===== config.mk =====
export PLATFORM = sky130hd
export DESIGN_NAME = mpwm_chan
export DESIGN_NICKNAME = d
export VERILOG_FILES = /design/src/rtl/mpwm_pkg.sv /design/src/rtl/mpwm_frame_ctr.sv /design/src/rtl/mpwm_cfg_hold.sv /design/src/rtl/mpwm_level.sv /design/src/rtl/mpwm_chan.sv
export SDC_FILE = /design/constraint.sdc
export NUM_CORES = 1
export LEC_CHECK = 0
export CAP_MARGIN = 20
export CORE_ASPECT_RATIO = 0.75
export CORE_MARGIN = 5
export CORE_UTILIZATION = 50
export DETAILED_ROUTE_END_ITERATION = 16
export PLACE_DENSITY = 0.79
export SLEW_MARGIN = 20
export SYNTH_ARGS = -nofsm -noshare
export SYNTH_HDL_FRONTEND = slang
export SYNTH_SLANG_ARGS = --single-unit

===== constraint.sdc =====
create_clock -name clk -period 3.15 [get_ports clk]
set_input_delay 0.4725 -clock clk [delete_from_list [all_inputs] [get_ports clk]]
set_output_delay 0.4725 -clock clk [all_outputs]
set_load 0.01 [all_outputs]

===== src/rtl/mpwm_pkg.sv =====
package mpwm_pkg;
  localparam int CNT_W  = 11;
  localparam int DUTY_W = 16;
  localparam int DLY_W  = 2;

  typedef struct packed {
    logic             sign;
    logic             recirc;
    logic [DLY_W-1:0] dly;
  } mode_t;
endpackage


===== src/rtl/mpwm_frame_ctr.sv =====
module mpwm_frame_ctr #(
  parameter int CW = 11
) (
  input  logic          clk,
  input  logic          rst_n,
  input  logic          go,
  input  logic [CW-1:0] per_l,
  output logic          run,
  output logic [CW-1:0] cnt,
  output logic          wrap
);
  logic          run_q;
  logic [CW-1:0] cnt_q;

  assign wrap = run_q && (cnt_q == per_l - CW'(1));
  assign run  = run_q;
  assign cnt  = cnt_q;

  always_ff @(posedge clk or negedge rst_n) begin
    if (!rst_n) begin
      run_q <= 1'b0;
      cnt_q <= '0;
    end else if (!run_q || wrap) begin
      run_q <= go;
      cnt_q <= '0;
    end else begin
      cnt_q <= cnt_q + CW'(1);
    end
  end
endmodule


===== src/rtl/mpwm_cfg_hold.sv =====
module mpwm_cfg_hold #(
  parameter int CW = 11
) (
  input  logic            clk,
  input  logic            rst_n,
  input  logic            load,
  input  logic [CW-1:0]   per_i,
  input  logic [CW-1:0]   mag_i,
  input  mpwm_pkg::mode_t mode_i,
  output logic [CW-1:0]   per_q,
  output logic [CW-1:0]   mag_q,
  output mpwm_pkg::mode_t mode_q
);
  always_ff @(posedge clk or negedge rst_n) begin
    if (!rst_n) begin
      per_q  <= '0;
      mag_q  <= '0;
      mode_q <= '0;
    end else if (load) begin
      per_q  <= per_i;
      mag_q  <= mag_i;
      mode_q <= mode_i;
    end
  end
endmodule


===== src/rtl/mpwm_level.sv =====
module mpwm_level #(
  parameter int CW = 11
) (
  input  logic            run,
  input  logic [CW-1:0]   cnt,
  input  logic [CW-1:0]   per,
  input  logic [CW-1:0]   mag,
  input  mpwm_pkg::mode_t mode,
  output logic            pin_fwd,
  output logic            pin_rev,
  output logic            oe_fwd,
  output logic            oe_rev
);
  localparam int XW = CW + 1;

  logic [XW-1:0] win_lo, win_hi, cnt_x;
  logic          in_win, full_on, active, lvl, idle_lvl;
  logic [1:0]    side_on, side_pin;

  always_comb begin
    cnt_x    = {1'b0, cnt};
    win_lo   = XW'(mode.dly);
    win_hi   = {1'b0, mag} + win_lo;
    in_win   = (cnt_x >= win_lo) && (cnt_x < win_hi);
    full_on  = (mag >= per);
    active   = (mag != '0) && (full_on || in_win);
    idle_lvl = ~mode.recirc;
    lvl      = active ? mode.recirc : idle_lvl;
  end

  // side 0 = forward (sign 0), side 1 = reverse (sign 1)
  for (genvar s = 0; s < 2; s++) begin : g_side
    assign side_on[s]  = run && (mode.sign == 1'(s));
    assign side_pin[s] = side_on[s] ? lvl : idle_lvl;
  end

  assign oe_fwd  = side_on[0];
  assign oe_rev  = side_on[1];
  assign pin_fwd = side_pin[0];
  assign pin_rev = side_pin[1];
endmodule


===== src/rtl/mpwm_chan.sv =====
module mpwm_chan #(
  parameter int CW = mpwm_pkg::CNT_W,
  parameter int DW = mpwm_pkg::DUTY_W
) (
  input  logic          clk,
  input  logic          rst_n,
  input  logic          en,
  input  logic [CW-1:0] period,
  input  logic [DW-1:0] duty,
  input  logic          recirc,
  input  logic [1:0]    dly,
  output logic          pin_fwd,
  output logic          pin_rev,
  output logic          oe_fwd,
  output logic          oe_rev,
  output logic          frame_wrap
);
  localparam int SIGN_BIT = DW - 1;

  logic            go, load, run;
  logic [CW-1:0]   cnt, per_l, mag_l;
  mpwm_pkg::mode_t mode_in, mode_l;
  logic            unused_hi;

  assign unused_hi = ^duty[SIGN_BIT-1:CW];

  assign go      = en && (period != '0);
  assign load    = go && (!run || frame_wrap);
  assign mode_in = '{sign: duty[SIGN_BIT], recirc: recirc, dly: dly};

  mpwm_frame_ctr #(.CW(CW)) u_ctr (
    .clk(clk), .rst_n(rst_n), .go(go), .per_l(per_l),
    .run(run), .cnt(cnt), .wrap(frame_wrap)
  );

  mpwm_cfg_hold #(.CW(CW)) u_cfg (
    .clk(clk), .rst_n(rst_n), .load(load),
    .per_i(period), .mag_i(duty[CW-1:0]), .mode_i(mode_in),
    .per_q(per_l), .mag_q(mag_l), .mode_q(mode_l)
  );

  mpwm_level #(.CW(CW)) u_lvl (
    .run(run), .cnt(cnt), .per(per_l), .mag(mag_l), .mode(mode_l),
    .pin_fwd(pin_fwd), .pin_rev(pin_rev), .oe_fwd(oe_fwd), .oe_rev(oe_rev)
  );
endmodule


After elaboration in Yosys (flattened, before gate mapping)
Index checks and enable logic that the tools add are counted.
W data, S select, Z words.
- $add $sub $neg: 3
- magnitude comparators: 3
- equality and inequality tests: 1
- muxes and demuxes: 4
- bitwise logic cells: 2
- reductions and logical operators: 12
- operator list (cell ; count):
    $reduce_bool A11 Y1 ; 2
    $add A11 B2 Y12 ; 1
    $lt A11 B12 Y1 ; 1
    $add A11 B1 Y11 const B ; 1
    $eq A11 B11 Y1 ; 1
    $ge A11 B11 Y1 ; 1
    $ge A11 B2 Y1 ; 1
    $mux W11 ; 1
    $sub A11 B1 Y11 const B ; 1
    $logic_and A1 B1 Y1 ; 7
    $mux W1 ; 3
    $logic_or A1 B1 Y1 ; 2
    $not A1 Y1 ; 2
    $logic_not A1 Y1 ; 1
- register bits: 38
- input bits: 33
- output and inout bits: 5
- word-level logic and storage cells: 32

Longest topological paths before layout
Gate-level depths: netlist of run 1.
- word-level depth: 7
- gate-level depth with buffers: 13
- gate-level depth less buffers: 13

Hierarchy
A second synthesis of run 1 with hierarchy kept.
- cell total of the unflattened synthesis: 285
- area total of the unflattened synthesis: 2926.6 um^2
- modules (own cells, without submodules) (module ; times used ; cells an instance ; area each (um^2) ; sequential area each (um^2)):
    mpwm_cfg_hold ; 1 ; 55 ; 1069.8 ; 650.6
    mpwm_frame_ctr ; 1 ; 112 ; 962.2 ; 300.3
    mpwm_level ; 1 ; 111 ; 839.6 ; 0.0
    mpwm_chan ; 1 ; 7 ; 55.1 ; 0.0

Least setup slack after synthesis of run 1
No wires, ideal clock.
- kind: reg-to-output
- start point: reg u_cfg.mag_q[0]
- end point: out pin_rev
- data arrival time: 2.777 ns
- required time: 2.677 ns
- slack: -0.099 ns
- cell stages (with the launch flop): 12
- path buffers: 0
- cells stage by stage: dfrtp_1 ha_1 fa_1 and3_1 and3_1 nand3_1 xor2_1 ha_1 a2111oi_0 o211ai_1 and4_1 nor3_1
- cells in the longest elaborated chain, start to end: 7
- RTL lines (what ; line ; RTL):
    start, declared ; mpwm_cfg_hold.sv:11 ; output logic [CW-1:0] mag_q,
    start signal, assigned ; mpwm_cfg_hold.sv:21 ; mag_q <= mag_i;
    $add A11 B2 Y12 ; mpwm_level.sv:23 ; win_hi = {1'b0, mag} + win_lo;
    $lt A11 B12 Y1 ; mpwm_level.sv:24 ; in_win = (cnt_x >= win_lo) && (cnt_x < win_hi);
    $logic_and A1 B1 Y1 ; mpwm_level.sv:24 ;
    $logic_or A1 B1 Y1 ; mpwm_level.sv:26 ; active = (mag != '0) && (full_on || in_win);
    $logic_and A1 B1 Y1 (*) ; mpwm_level.sv:26 ;
    $mux W1 (*) ; mpwm_level.sv:28 ; lvl = active ? mode.recirc : idle_lvl;
    $mux W1 (*) ; mpwm_level.sv:34 ; assign side_pin[s] = side_on[s] ? lvl : idle_lvl;
    end, declared ; mpwm_chan.sv:13 ; output logic pin_rev,
Mark *: on every way between the ends. The rest lies on a longest branch, timed or not.

Worst setup path in the final report of run 1
- start point: reg u_cfg.mode_q[0] (netlist name)
- end point: out pin_fwd
- cells in the longest elaborated chain, start to end: 7
- RTL lines (what ; line ; RTL):
    start, declared ; mpwm_cfg_hold.sv:12 ; output mpwm_pkg::mode_t mode_q
    start signal, assigned ; mpwm_cfg_hold.sv:22 ; mode_q <= mode_i;
    $add A11 B2 Y12 ; mpwm_level.sv:23 ;
    $lt A11 B12 Y1 ; mpwm_level.sv:24 ;
    $logic_and A1 B1 Y1 (*) ; mpwm_level.sv:24 ;
    $logic_or A1 B1 Y1 (*) ; mpwm_level.sv:26 ;
    $logic_and A1 B1 Y1 (*) ; mpwm_level.sv:26 ;
    $mux W1 (*) ; mpwm_level.sv:28 ;
    $mux W1 (*) ; mpwm_level.sv:34 ;
    end, declared ; mpwm_chan.sv:12 ; output logic pin_fwd,
Marks and branches as above.

==> flow_summary.yaml, run 1 <==
outcome:
  status: "finished, violations left"
  violations: "setup timing"
global_routing:
  grt_usage_pct: 23.22
  grt_overflow: 0
  grt_pass1_vias: 2779
  top_usage_layer: "met2"
  grt_max_degree: 39
  grt_use_met2_pct: 38.79
  grtUsageMet3_pct: 4.587
  antenna_found_initial: 0
  grt_pass1_wl_um: 13790
  met1_usage_pct: 30.71
setup_path:
  worst_path_max_delay_cell: "dfrtp_1"
  cpPeakStageDelay_ns: 0.42
  worstPathCellList: "ha_4 -> fa_2 -> and3_4 -> and3_4 -> nand3_2 -> xor2_1 -> ha_2 -> o21ai_2 -> nand2b_1 -> a21oi_2 -> a31oi_2 -> and4_4 -> buf_6 -> nor3_2 -> buf_2"
  cp_max_fo: 3
  cpMostUsedCell: "and3_4"
  required_ns: 2.68
  path_buf_inv: 2
  critPathKind: "reg -> out"
  critical-path-top-delay-family: "adder cells"
  worst_ep_arrival_time_ns: 3.09
  startpoint_type: "register"
  end_kind: "output pin"
placement:
  gp_congestion: 0.9245
  place_ws_ns: -0.6522
  placed_cells: 425
  portBuffers: 33
  hpwl_um: 5763
floorplanning:
  die_w_um: 97.91
  core_area_um2: 5705
  top_level_ports: 38
  dieArea_um2: 7434
  initial_core_util_pct: 50.79
  die_h_um: 75.93
  num_rows: 24
drt:
  vias: 2610
  drt_iter0_markers: 252
  drt-vias-per-instance: 5.878
  routed_wl_um: 8482
  route.detailed.drc: 0
  wire_per_inst_um: 19.10
  postRouteAntennaNets: 0
  dr.pass1.iters: 4
sta:
  fin_crit_ns: 3.559
  worst_pin_slew_ns: 0.8635
  drv_slew: 0
  worst_slack_ns: -0.4093
  maxSlewHeadroom_pct: 42.43
  finalClockSkew_ns: 0.003357
  tns_ns: -0.8067
  layout_worst_path_cycle_share_pct: 113.0
  max_freq_mhz: 281.0
  setup_viol: 2
  rsz0062_at_grt: "yes"
  hold_viol: 0
clock_tree:
  clk_pin_slew_ns: 0.08
  cts_buffers: 5
  clock_path_buffers: 2
  clock_sinks: 38
  cts-htree-levels: 2
  cts-root-buf: "clkbuf_8"
  tritoncts: "done"
  insertion_delay_ns: 0.29
pwr:
  p_sw_mw: 1.652
  p_per_area_nw_per_um2: 978.0
  p_int_mw: 2.173
  ir_worst_vdd_v: 0.0004855
  combPwrFrac_pct: 63.8
  seqPwrFrac_pct: 24.8
  leakagePower_nw: 1.807
  clkPwrFrac_pct: 11.4
  swShare_pct: 43.19
synth:
  synth_warnings: 0
  ys_top_cells_by_area: "dfrtp_1, ha_1, mux2_4"
  synth_top_area_cell: "dfrtp_1"
  syn-mean-instance-area_um2: 10.13
  synth_top_area_share_pct: 32.82
  synth-edff-count: 0
  yosys_register_bits: 38
  synth_ff_type: "dfrtp_1"
  syn_area_um2: 2898
  ys_async_sr_fraction_pct: 100.0
  ys_types: 53
  syn_nets: 347
  synthCells: 286
  ys_seq_area_share_pct: 32.82
cells_and_area:
  final_cells: 444
  fin_nets: 427
  drive_gt1_share_pct: 31.69
  diodes: 0
  synthToLayoutAreaGrowth_pct: 34.97
  fin_util_pct: 68.55
job:
  cap_violations: 0
worst_hold_path:
  hp-class: "in -> async"
[per-layer routing]
layer | up-vias | routed length [um]
met5 | - | 0
met4 | 0 | 214
met3 | 23 | 582
met2 | 108 | 4117
met1 | 1274 | 3568
li1 | 1205 | -
[worst reg2reg max path: stages (launching register included)]
cell and delay (ns):
dfrtp_1 0.38, inv_1 0.10, ha_1 0.19, or4b_4 0.49, nor4_2 0.20, mux2i_1 0.16, buf_4 0.17, o41ai_4 0.36
nand2_4 0.33, mux2_4 0.43
[cell type report]
cell class,instances,area [um^2]
clock buffers,6,82.58
clock inverters,1,30.03
fillers,400,1794
inverters,19,71.32
multi-input cells,220,1987
flip-flops and latches,38,953.4
well taps,78,97.59
repair buffers,82,689.4
[final timing paths]
| kind | start | to | cells past startpoint | slack [ns] |
|---|---|---|---|---|
| setup / recovery | u_cfg.mode_q[0]$_DFFE_PN0P_ | pin_fwd | 15 | -0.41 |
| hold / removal | rst_n | u_ctr.cnt[4]$_DFF_PN0_ | 1 | 0.28 |
| setup reg to reg | u_cfg.per_q[1]$_DFFE_PN0P_ | u_cfg.mag_q[6]$_DFFE_PN0P_ | 9 | 0.24 |
| hold reg to reg | u_cfg.mag_q[9]$_DFFE_PN0P_ | u_cfg.mag_q[9]$_DFFE_PN0P_ | 1 | 0.58 |
| max in group asynchronous | rst_n | u_cfg.mode_q[1]$_DFFE_PN0P_ | 1 | 2.27 |
| min in group clk | u_cfg.mag_q[9]$_DFFE_PN0P_ | u_cfg.mag_q[9]$_DFFE_PN0P_ | 1 | 0.58 |
[kinds of logic after synthesis]
logic type      Yosys count  synth area share, %
compound gates           48                13.17
simple gates             91                17.36
xor+xnor                 30                9.067
fa+ha+maj                28                12.35
mux                      23                10.97
flops                    38                32.82
buf+inv                  28                4.274
[metrics by stage]
step | instance area, um^2 | hold WS (ns) | power [mW]
after global routing | 3911 | 0.3659 | 4.087
after CTS | 3875 | 0.3136 | 3.702
after detailed placement | 3556 | 0.5587 | 3.056
after floorplan | 2908 | 0.1769 | 2.250
after global placement | 3556 | 0.5586 | 2.957
final | 3911 | 0.2805 | 3.825
[what timing repair did]
item / 4_1_cts / 5_1_grt
buffers inserted: 11 / 1
setup endpoints to repair: 3 / 2
hold buffers: 0 / 0
pin swaps: 15 / 4
gates resized for setup: 37 / 6
[cells in the final DEF, fill, tap and decap left out, types with 3 or more instances in the layout]
cell and n:
a21o_1 5, a22o_1 4, ha_1 22, o211ai_1 4
clkbuf_8 6, mux2_2 6, xnor2_1 18, nand2_1 12
o21ai_0 4, dfrtp_1 36, buf_2 3, nor3_1 5
buf_4 47, nor4_1 9, nor2_1 20, and4_1 3
and3_1 5, nor3_2 4, nor2b_1 4, a21oi_2 4
mux2_4 16, a31oi_1 3, nand3_1 7, xor2_1 11
clkdlybuf4s50_1 29, nand2b_1 3, and2_1 3, inv_1 19
ha_2 3
[state kept, by name, indices dropped and copies added, names as in the netlist]
name and count:
u_cfg.mag_q 11, u_cfg.per_q 11, u_ctr.cnt 11, u_cfg.mode_q 4
u_ctr.run 1
[power groups by stage]
| stage | Clock [mW] | Sequential [mW] | Combinational, mW |
|---|---|---|---|
| floorplan | 0 | 0.881 | 1.37 |
| finish | 0.437 | 0.948 | 2.44 |
| detailed placement | 0 | 0.941 | 2.12 |
| global placement | 0 | 0.926 | 2.03 |
| global route | 0.469 | 0.968 | 2.65 |
| CTS | 0.441 | 0.927 | 2.33 |
[Yosys cell counts (2+ instances only)]
cell and n:
clkbuf_1 4, or3_1 2, nor2_1 20, and4_1 4, buf_6 2, o211ai_1 4
o21ai_0 5, xor2_1 11, and3_1 7, nand4_1 2, a221oi_1 3, a21oi_1 6
o2111ai_1 3, mux2_2 6, xnor2_1 19, a22o_1 4, inv_1 19, ha_1 27
nor2b_1 4, buf_2 3, nor4_1 9, nor3_1 9, dfrtp_1 38, a31oi_1 4
and2_1 4, nand2b_1 3, mux2_4 16, nand3_1 8, nand2_1 12, a21o_1 5
Power figures use the tool's default switching activity.
==> inputs of run 2 (changes only) <==
--- a/config.mk
+++ b/config.mk
@@ -8,9 +8,10 @@
 export CAP_MARGIN = 20
 export CORE_ASPECT_RATIO = 0.75
 export CORE_MARGIN = 5
-export CORE_UTILIZATION = 50
+export CORE_UTILIZATION = 52
+export CTS_BUF_LIST = sky130_fd_sc_hd__clkbuf_8
 export DETAILED_ROUTE_END_ITERATION = 16
-export PLACE_DENSITY = 0.79
+export PLACE_DENSITY = 0.82
 export SLEW_MARGIN = 20
 export SYNTH_ARGS = -nofsm -noshare
 export SYNTH_HDL_FRONTEND = slang
==> run 2 against run 1 <==
Net effect:
- the run still ends with setup timing left
- sequential power grew 0.5%
- sequential share of layout area grew 0.44 points
- cell area shrank 1.9%
- clock power grew 18%
- die area shrank 3.4%
- non-clock buffer count shrank 6
- critical path type unchanged
- largest cell class unchanged
- largest power group unchanged
==> flow_summary.yaml, run 2 (synthesized netlist as in run 1, its figures left out) <==
sta:
  rsz0062_at_grt: "yes"
  whs_ns: 0.2729
  worst_slack_ns: -0.3648
  fin_crit_ns: 3.515
  hold_viol: 0
  finalClockSkew_ns: 0.007839
  maxSlewHeadroom_pct: 42.95
  max_freq_mhz: 284.5
  setup_viol: 2
  tns_ns: -0.7276
  drv_slew: 0
  worst_pin_slew_ns: 0.8558
  layout_worst_path_cycle_share_pct: 111.6
cells_and_area:
  final_area_um2: 3837
  multiInputGateArea_um2: 1946
  layout_common_cells: "buf_4, dfrtp_1, clkdlybuf4s50_1"
  fin_nets: 421
  synthToLayoutAreaGrowth_pct: 32.43
  seq_area_um2: 952.2
  drive_gt1_share_pct: 28.53
  fillCellCount: 378
  diodes: 0
  final_common_cell: "buf_4"
pwr:
  ir_worst_vdd_v: 0.0004308
  fin_total_pwr_mw: 3.789
  p_per_area_nw_per_um2: 987.5
  leakagePower_nw: 1.781
placement:
  portBuffers: 33
  gp_congestion: 0.8866
  hpwl_um: 5670
  dpl_cell_area_um2: 3545
  place_ws_ns: -0.6263
setup_path:
  cp_max_fo: 2
  startpoint: "u_cfg.mode_q[0]$_DFFE_PN0P_"
  end_kind: "output pin"
  rr_endpoint: "u_cfg.mode_q[3]$_DFFE_PN0P_"
  worst_ep_arrival_time_ns: 3.04
  critPathKind: "reg -> out"
  r2r_slack_ns: 0.28
  endpoint: "pin_rev"
  required_ns: 2.68
  startpoint_type: "register"
  worstRegToRegCells: 8
  rr_startpoint: "u_cfg.per_q[2]$_DFFE_PN0P_"
job:
  cap_violations: 0
clock_tree:
  clock_path_buffers: 2
  cts-root-buf: "clkbuf_8"
  insertion_delay_ns: 0.30
  tritoncts: "done"
  clk_pin_slew_ns: 0.09
  cts_buffers: 5
  cts_hold_buf: 0
  clock_sinks: 38
  cts-htree-levels: 2
outcome:
  violations: "setup timing"
  status: "finished, violations left"
global_routing:
  grt_usage_pct: 22.85
  antenna_found_initial: 0
  grt_overflow: 0
  grt_pass1_wl_um: 12430
  grt_pass1_vias: 2531
  grt_max_degree: 39
drt:
  vias: 2521
  drt_iter0_markers: 234
  wire_per_inst_um: 17.90
  drt-vias-per-instance: 5.782
  route.detailed.drc: 0
  dr.pass1.iters: 4
  routed_wl_um: 7804
  postRouteAntennaNets: 0
floorplanning:
  die_h_um: 74.65
  core_area_um2: 5381
  top_level_ports: 38
  num_rows: 23
  die_w_um: 96.20
  initial_core_util_pct: 53.85
  dieArea_um2: 7181
worst_hold_path:
  hp-class: "in -> async"
[run 2: cell count changes in the layout (fill, tap and decap cells not counted), moves of 2 or more]
cell,delta
ha_4,-2
buf_6,-2
buf_4,-4
ha_1,+3
[run 2: worst min-delay path by stage]
stage / slack, ns / cells after the start / start / end
2_1_floorplan: 0.18 / 0 / rst_n / u_cfg.mag_q[0]$_DFFE_PN0P_
3_3_place_gp: 0.52 / 1 / u_cfg.mag_q[9]$_DFFE_PN0P_ / u_cfg.mag_q[9]$_DFFE_PN0P_
3_5_place_dp: 0.53 / 1 / u_cfg.mag_q[9]$_DFFE_PN0P_ / u_cfg.mag_q[9]$_DFFE_PN0P_
4_1_cts: 0.31 / 1 / rst_n / u_ctr.cnt[2]$_DFF_PN0_
5_1_grt: 0.36 / 1 / rst_n / u_ctr.cnt[2]$_DFF_PN0_
6_report: 0.27 / 1 / rst_n / u_ctr.cnt[3]$_DFF_PN0_
[run 2: critical path, stage by stage, from the launching register on]
cell	delay, ns
dfrtp_1	0.39
ha_2	0.21
fa_2	0.36
and3_4	0.16
buf_4	0.13
xnor2_1	0.14
ha_1	0.21
a211o_1	0.27
a31oi_1	0.20
o211ai_1	0.16
buf_4	0.17
a21oi_2	0.14
nor3_2	0.05
buf_2	0.15
[run 2: area by class of cell]
class	instances	share of cell area, %
Inverter	19	1.858
Multi-Input combinational cell	220	50.70
Tap cell	75	2.445
Timing Repair Buffer	76	16.60
Clock inverter	3	1.793
Sequential cell	38	24.81
Clock buffer	5	1.793
[run 2: power by group]
part | switching (mW) | internal [mW] | total [mW]
logic | 1.12 | 1.20 | 2.32
clock network | 0.196 | 0.318 | 0.514
registers | 0.284 | 0.669 | 0.953
[run 2: what timing repair did]
action,CTS,global route
hold endpoints to repair,0,0
endpoints found under the setup margin,3,2
pin swaps,14,5
resized for setup,29,4
buffers inserted,3,4
gates cloned,0,0
[run 2: per-stage QoR]
stage / utilization (%) / instances
2_1_floorplan: - / 286
3_5_place_dp: 65.87 / 421
5_1_grt: 71.31 / 436
3_3_place_gp: 65.87 / 421
4_1_cts: 70.36 / 432
6_report: 71.31 / 436
[run 2: per-layer routing]
layer,vias up,GRT usage [%],part of all wire [%]
li1,1194,-,-
met1,1227,31.30,47
met2,83,36.34,45
met3,17,5.694,5.4
met4,0,6.151,2.3
met5,-,0,0
==> inputs of run 3 (changes only) <==
--- a/config.mk
+++ b/config.mk
@@ -11,6 +11,8 @@
 export CORE_UTILIZATION = 52
 export CTS_BUF_LIST = sky130_fd_sc_hd__clkbuf_8
 export DETAILED_ROUTE_END_ITERATION = 16
+export GPL_TIMING_DRIVEN = 0
+export HOLD_SLACK_MARGIN = 0.05
 export PLACE_DENSITY = 0.82
 export SLEW_MARGIN = 20
 export SYNTH_ARGS = -nofsm -noshare
==> run 3 against run 2 <==
Net effect:
- the run still ends with setup timing left
- critical path depth increased by 1
- largest power group unchanged
- clock skew about the same
- highest routed layer unchanged
- global-route usage increased by 1.3 points
- setup slack got worse by 0.094 ns
- via count unchanged
- cell area decreased by 1.9%
- total power decreased by 4.4%
- maximum frequency decreased by 2.6%
==> flow_summary.yaml, run 3 (synthesized netlist as in run 1, its figures left out) <==
outcome:
  status: "finished, violations left"
  violations: "setup timing"
setup_path:
  required_ns: 2.68
  startpoint_type: "register"
  worst_ep_arrival_time_ns: 3.14
  end_kind: "output pin"
  critPathKind: "reg -> out"
  cp_max_fo: 3
sta:
  layout_worst_path_cycle_share_pct: 114.6
  maxSlewHeadroom_pct: 66.55
  fin_crit_ns: 3.609
  max_freq_mhz: 277.1
  worst_pin_slew_ns: 0.4954
  setup_viol: 2
  hold_viol: 0
  worst_slack_ns: -0.4591
  rsz0062_at_grt: "yes"
  drv_slew: 0
  tns_ns: -0.9095
  finalClockSkew_ns: 0.007925
cells_and_area:
  fillCellCount: 377
  diodes: 0
  synthToLayoutAreaGrowth_pct: 29.92
  layout_common_cells: "dfrtp_1, clkdlybuf4s50_1, ha_1"
  final_common_cell: "dfrtp_1"
  final_cells: 422
  fin_nets: 408
  drive_gt1_share_pct: 26.51
placement:
  gp_congestion: 0.8580
  portBuffers: 33
  place_ws_ns: -0.8472
  placed_cells: 395
  hpwl_um: 5522
floorplanning:
  die_w_um: 96.20
  dieArea_um2: 7181
  top_level_ports: 38
  die_h_um: 74.65
  core_area_um2: 5381
  num_rows: 23
  initial_core_util_pct: 53.85
global_routing:
  grt_max_degree: 33
  grt_usage_pct: 24.15
  grt_pass1_wl_um: 13120
  grt_pass1_vias: 2676
  antenna_found_initial: 0
  grt_overflow: 0
job:
  cap_violations: 0
drt:
  dr.pass1.iters: 4
  drt-vias-per-instance: 5.974
  route.detailed.drc: 0
  postRouteAntennaNets: 0
  wire_per_inst_um: 18.96
  routed_wl_um: 8003
  vias: 2521
  drt_iter0_markers: 267
clock_tree:
  cts-root-buf: "clkbuf_8"
  insertion_delay_ns: 0.30
  cts_buffers: 5
  cts-htree-levels: 2
  clk_pin_slew_ns: 0.08
  clock_path_buffers: 2
  clock_sinks: 38
  tritoncts: "done"
pwr:
  p_per_area_nw_per_um2: 962.2
  ir_worst_vdd_v: 0.0005389
  leakagePower_nw: 1.691
worst_hold_path:
  hp-class: "in -> async"
==> run 3: final timing paths <==
kind	start	end	slack [ns]	cells past startpoint
hold / removal	rst_n	u_ctr.cnt[6]$_DFF_PN0_	0.53	2
max in group asynchronous	rst_n	u_cfg.mode_q[1]$_DFFE_PN0P_	2.18	3
min in group clk	u_cfg.per_q[9]$_DFFE_PN0P_	u_cfg.per_q[9]$_DFFE_PN0P_	0.60	1
hold reg to reg	u_cfg.per_q[9]$_DFFE_PN0P_	u_cfg.per_q[9]$_DFFE_PN0P_	0.60	1
setup reg to reg	u_cfg.per_q[0]$_DFFE_PN0P_	u_cfg.mag_q[7]$_DFFE_PN0P_	0.21	10
setup / recovery	u_cfg.mode_q[0]$_DFFE_PN0P_	pin_rev	-0.46	14
==> run 3: metal layers <==
metal  share of wire, %  vias up  global-route usage [%]
li1                   -     1173                       -
met1                 44     1232                   32.10
met2                 47      100                   40.32
met3                6.4       16                   4.895
met4                1.8        0                   6.782
met5                  0        -                       0
==> run 3: through the flow <==
| step | util, % | cell area (um^2) | power, mW | hold slack (ns) |
|---|---|---|---|---|
| 2_1_floorplan | - | 2908 | 2.250 | 0.1769 |
| 5_1_grt | 69.96 | 3765 | 3.882 | 0.5580 |
| 3_5_place_dp | 62.19 | 3347 | 2.779 | 0.3253 |
| 3_3_place_gp | 61.92 | 3332 | 2.665 | 0.5581 |
| 6_report | 69.96 | 3765 | 3.622 | 0.5312 |
| 4_1_cts | 67.91 | 3655 | 3.411 | 0.5408 |
==> run 3: where the power goes <==
part           switching [mW]  leakage (nW)  internal (mW)  total, mW
Clock                   0.188        0.0573          0.254      0.442
Sequential              0.359         0.479          0.671       1.03
Combinational            1.05          1.16           1.10       2.15
==> run 3: critical path: stages (launching register included) <==
cell,delay [ns]
dfrtp_1,0.44
ha_4,0.19
fa_2,0.35
and3_4,0.17
and3_4,0.20
nand3_2,0.08
xor2_1,0.17
ha_2,0.30
o21ai_2,0.11
nand2b_1,0.10
a21oi_2,0.18
a31oi_4,0.06
and4_4,0.20
nor3_2,0.14
buf_2,0.15
==> run 3: final cells by class <==
cell class	instances	area, um^2	area share [%]
clock inverters	1	30.03	0.7976
inverters	19	71.32	1.894
well taps	75	93.84	2.493
flip-flops and latches	38	955.9	25.39
multi-input cells	220	1986	52.74
repair buffers	55	498.0	13.23
clock buffers	6	82.58	2.193
plain buffers	8	47.55	1.263
==> run 3: timing repair <==
item / in CTS / in global routing
setup buffers: 11 / 9
gates resized for setup: 36 / 9
hold endpoints to repair: 6 / 0
hold buffers: 1 / 0
setup endpoints to repair: 3 / 8
pin swaps: 12 / 3
